### config.mk
export PLATFORM = sky130hd
export DESIGN_NAME = fp_csr_gate
export DESIGN_NICKNAME = d
export VERILOG_FILES = /design/src/rtl/fp_csr_gate.sv
export SDC_FILE = /design/constraint.sdc
export NUM_CORES = 1
export LEC_CHECK = 0
export BUFFER_PORTS_ARGS = -buffer_cell sky130_fd_sc_hd__buf_2
export CAP_MARGIN = 20
export CORE_ASPECT_RATIO = 1.5
export CORE_MARGIN = 3
export CORE_UTILIZATION = 30
export DETAILED_ROUTE_END_ITERATION = 8
export PLACE_DENSITY = 0.77
export SYNTH_ARGS = -nofsm -noshare
export SYNTH_HDL_FRONTEND = slang
export SYNTH_SLANG_ARGS = --single-unit
### constraint.sdc
create_clock -name clk -period 2.6 [get_ports clk]
set_input_delay 0.52 -clock clk [delete_from_list [all_inputs] [get_ports clk]]
set_output_delay 0.52 -clock clk [all_outputs]
set_load 0.01 [all_outputs]
### src/rtl/fp_csr_gate.sv
module fp_csr_gate #(
  parameter int XLEN      = 32,
  parameter int FLAGS_W   = 5,
  parameter int RM_W      = 3,
  parameter logic [11:0] A_FLAGS = 12'h001,
  parameter logic [11:0] A_RM    = 12'h002,
  parameter logic [11:0] A_ALL   = 12'h003
) (
  input  logic            clk,
  input  logic            rst_n,
  input  logic            req,
  input  logic            we,
  input  logic [11:0]     addr,
  input  logic [XLEN-1:0] wdata,
  input  logic [1:0]      priv,
  input  logic            virt,
  input  logic            fs_off,
  input  logic            men_fp,
  input  logic            hen_fp,
  input  logic            sen_fp,
  input  logic            cfg_f,
  input  logic            cfg_stateen,
  input  logic            cfg_finx,
  input  logic            cfg_s,
  output logic [XLEN-1:0] rdata,
  output logic            illegal_trap,
  output logic            virtual_trap,
  output logic [FLAGS_W-1:0] fflags_q,
  output logic [RM_W-1:0]    frm_q
);
  localparam int RM_LSB = FLAGS_W;
  localparam int ALL_W  = FLAGS_W + RM_W;
  localparam logic [1:0] PRV_U = 2'd0;
  localparam logic [1:0] PRV_M = 2'd3;

  logic hit_flags, hit_rm, hit_all, hit;
  logic gate_on, base_bad, m_bad, h_bad, s_bad;
  logic trap, commit;

  assign hit_flags = addr == A_FLAGS;
  assign hit_rm    = addr == A_RM;
  assign hit_all   = addr == A_ALL;
  assign hit       = req && (hit_flags || hit_rm || hit_all);

  assign gate_on  = cfg_stateen && cfg_finx;
  assign base_bad = !cfg_f || fs_off;
  assign m_bad    = gate_on && (priv != PRV_M) && !men_fp;
  assign h_bad    = gate_on && virt && !hen_fp;
  assign s_bad    = gate_on && cfg_s && (priv == PRV_U) && !sen_fp;

  always_comb begin
    illegal_trap = 1'b0;
    virtual_trap = 1'b0;
    if (hit) begin
      if (base_bad || m_bad)  illegal_trap = 1'b1;
      else if (h_bad)         virtual_trap = 1'b1;
      else if (s_bad) begin
        if (virt) virtual_trap = 1'b1;
        else      illegal_trap = 1'b1;
      end
    end
  end

  assign trap   = illegal_trap || virtual_trap;
  assign commit = hit && we && !trap;

  always_comb begin
    rdata = '0;
    if (hit && !trap) begin
      if (hit_flags)   rdata[FLAGS_W-1:0] = fflags_q;
      else if (hit_rm) rdata[RM_W-1:0]    = frm_q;
      else             rdata[ALL_W-1:0]   = {frm_q, fflags_q};
    end
  end

  always_ff @(posedge clk or negedge rst_n) begin
    if (!rst_n) begin
      fflags_q <= '0;
      frm_q    <= '0;
    end else if (commit) begin
      if (hit_flags || hit_all) fflags_q <= wdata[FLAGS_W-1:0];
      if (hit_rm)               frm_q    <= wdata[RM_W-1:0];
      else if (hit_all)         frm_q    <= wdata[RM_LSB +: RM_W];
    end
  end
endmodule


==> flow_summary.json <==
{
  "place.gp.congestion": 0.762,
  "endpoint_kind": "output pin",
  "crit_fanout": 8,
  "crit_family": "simple AND/OR/NAND/NOR gates",
  "synthCells": 89,
  "p_per_area_nw_per_um2": 282,
  "ys_async_sr_fraction_pct": 100,
  "clock-sinks": 8,
  "violations": "setup timing",
  "multi_input_area_um2": 602,
  "fillers": 273,
  "grt_usage_pct": 12.6,
  "crit_path_cell_trace": "buf_6 -> or4_4 -> or4_4 -> o21bai_4 -> nor3b_2 -> buf_2",
  "die_area_um2": 3520,
  "die_y_um": 71.2,
  "p_leak_nw": 0.676,
  "design_area_um2": 1250,
  "core_area_um2": 2680,
  "clockBufferDepth": 2,
  "drt_iter0_markers": 11,
  "critPathLaunchType": "primary input",
  "antenna_left": 0,
  "numCtsBuffers": 3,
  "avgSynthCellArea_um2": 9.55,
  "clk_latency_ps": 230,
  "yosys_warnings": 0,
  "areaGrowthSynthToFinish_pct": 47.3,
  "report.final.slew_viol_count": 0,
  "period_minus_slack_ps": 2790,
  "min_path_type": "primary input to asynchronous set/reset pin",
  "setup_viol": 9,
  "vias": 830,
  "viasPerCell": 4.46,
  "dr.pass1.iters": 4,
  "n_antenna_cell": 0,
  "rsz0062_at_grt": "true",
  "hold_viol_final": 0,
  "die_width_um": 49.5,
  "antenna_found_initial": 0,
  "drive_above_1_share_pct": 59.7,
  "peakVddDrop_v": 0.000274,
  "tritoncts": "built",
  "grt_pass1_vias": 769,
  "ys_ff_latch": 8,
  "start_util_pct": 31.7,
  "fmax_ghz": 0.358,
  "pre_cts_ws_ps": -208,
  "seq_area_frac_synth_pct": 23.6,
  "cp.required_ps": 2080,
  "crit_path_max_incr_delay_ps": 540,
  "mostFrequentLayoutCells": "buf_2, conb_1, dfrtp_1",
  "cp_num_buf_inv": 2,
  "fin_ws_ps": -194,
  "rows": 23,
  "final_net_count": 210,
  "cp.arrival_ps": 2270,
  "h-tree-depth": 1,
  "worst_slew_pin_slew_ps": 572,
  "path_common_cell": "or4_4",
  "port-buffer-count": 52,
  "slew_headroom_pct": 61.8,
  "drc": 0,
  "grt_overflow": 0,
  "synth.distinct_cells": 33,
  "syn_area_um2": 850,
  "clock_skew_ps": 0,
  "seq_area_um2": 200,
  "ioPinCount": 101,
  "synthFlopType": "dfrtp_1",
  "cap_viol_max_count": 0,
  "period_share_pct": 107,
  "dpl.hpwl_um": 1870,
  "grt_pass1_wl_um": 3460,
  "cts-root-buf": "clkbuf_8",
  "worstSetupPathType": "primary input to output pin",
  "layout_commonest_cell": "buf_2",
  "routed_wirelength_um": 2270,
  "slowest_stage": "or4_4",
  "avgRoutedWirePerCell_um": 12.2,
  "clkTransAtPathRegs_ps": 40,
  "status": "finished, violations left",
  "grt_max_degree": 9,
  "postPlaceCellArea_um2": 1140,
  "synth-edff-count": 0
}
==> path summary, 6_finish.rpt <==
kind                                          from                 endpoint  slack (ps)  depth (start not counted)
max in group asynchronous                    rst_n  fflags_q[3]$_DFFE_PN0P_        2310                          1
setup / recovery                           addr[6]                 rdata[4]        -190                          6
hold reg to reg            fflags_q[4]$_DFFE_PN0P_  fflags_q[4]$_DFFE_PN0P_         530                          1
min in group clk                          wdata[4]  fflags_q[4]$_DFFE_PN0P_         530                          2
hold / removal                               rst_n     frm_q[0]$_DFFE_PN0P_         120                          1
setup reg to reg              frm_q[2]$_DFFE_PN0P_     frm_q[2]$_DFFE_PN0P_        1810                          1
==> cells in the mapped netlist (2+ instances only) <==
cell type	number	area share, %
buf_4	24	21
dfrtp_1	8	24
mux2_4	6	11
nor2_1	6	2.7
mux2_2	5	6.6
nor3b_1	5	4.4
mux2i_1	3	3.5
or4_1	3	2.7
a21oi_1	2	1.2
nor2b_1	2	1.5
nor4_1	2	1.5
o2111a_1	2	2.7
==> routing by layer <==
layer	track usage, %	up-vias	wire, µm
met5	0	-	0
met4	4.62	0	21
met3	3.79	3	265
met2	22.1	58	1190
met1	14.2	376	792
li1	-	393	-
==> cell families after synthesis <==
kind of cell,count (synthesis),share of synthesized area [%]
DFF,8,23.6
xor gates and xnor gates,1,1.03
muxes,14,20.8
and+or+nand+nor,26,20.2
other,1,0.441
buffers and inverters,28,24.0
AOI/OAI and AO/OA,11,10.0
==> where the power goes <==
| part | internal (mW) | switching, mW | total (mW) |
|---|---|---|---|
| Sequential | 0.125 | 0.000120 | 0.125 |
| Clock | 0.100 | 0.0478 | 0.148 |
| Combinational | 0.0362 | 0.0429 | 0.0791 |
==> metrics by stage <==
stage | power (mW) | hold slack (ps) | util, % | std cells | TNS [ps]
finish | 0.353 | 124 | 46.8 | 186 | -1440
global route | 0.380 | 127 | 46.8 | 186 | -2000
floorplan | 0.190 | 224 | - | 112 | -551
detailed placement | 0.199 | 374 | 42.8 | 181 | -1990
global placement | 0.197 | 366 | 42.8 | 181 | -1830
CTS | 0.355 | 128 | 45.7 | 185 | -1490
==> cell type report <==
| cell class | count | share of cell area [%] |
|---|---|---|
| clock buffers | 3 | 3.30 |
| inverters | 1 | 0.300 |
| multi-input cells | 76 | 48.1 |
| flip-flops and latches | 8 | 16.0 |
| well taps | 37 | 3.70 |
| repair buffers | 61 | 28.6 |
==> state kept, by name, summed over array words and instances, names as in the netlist <==
signal,flops
frm_q,3
fflags_q,5
==> what timing repair did <==
item                       CTS  global route
buffers inserted             1             1
hold buffers                 0             0
pin swaps                    5             4
resized for setup            5             4
setup endpoints to repair    9            10
(Power assumes the default switching activity.)
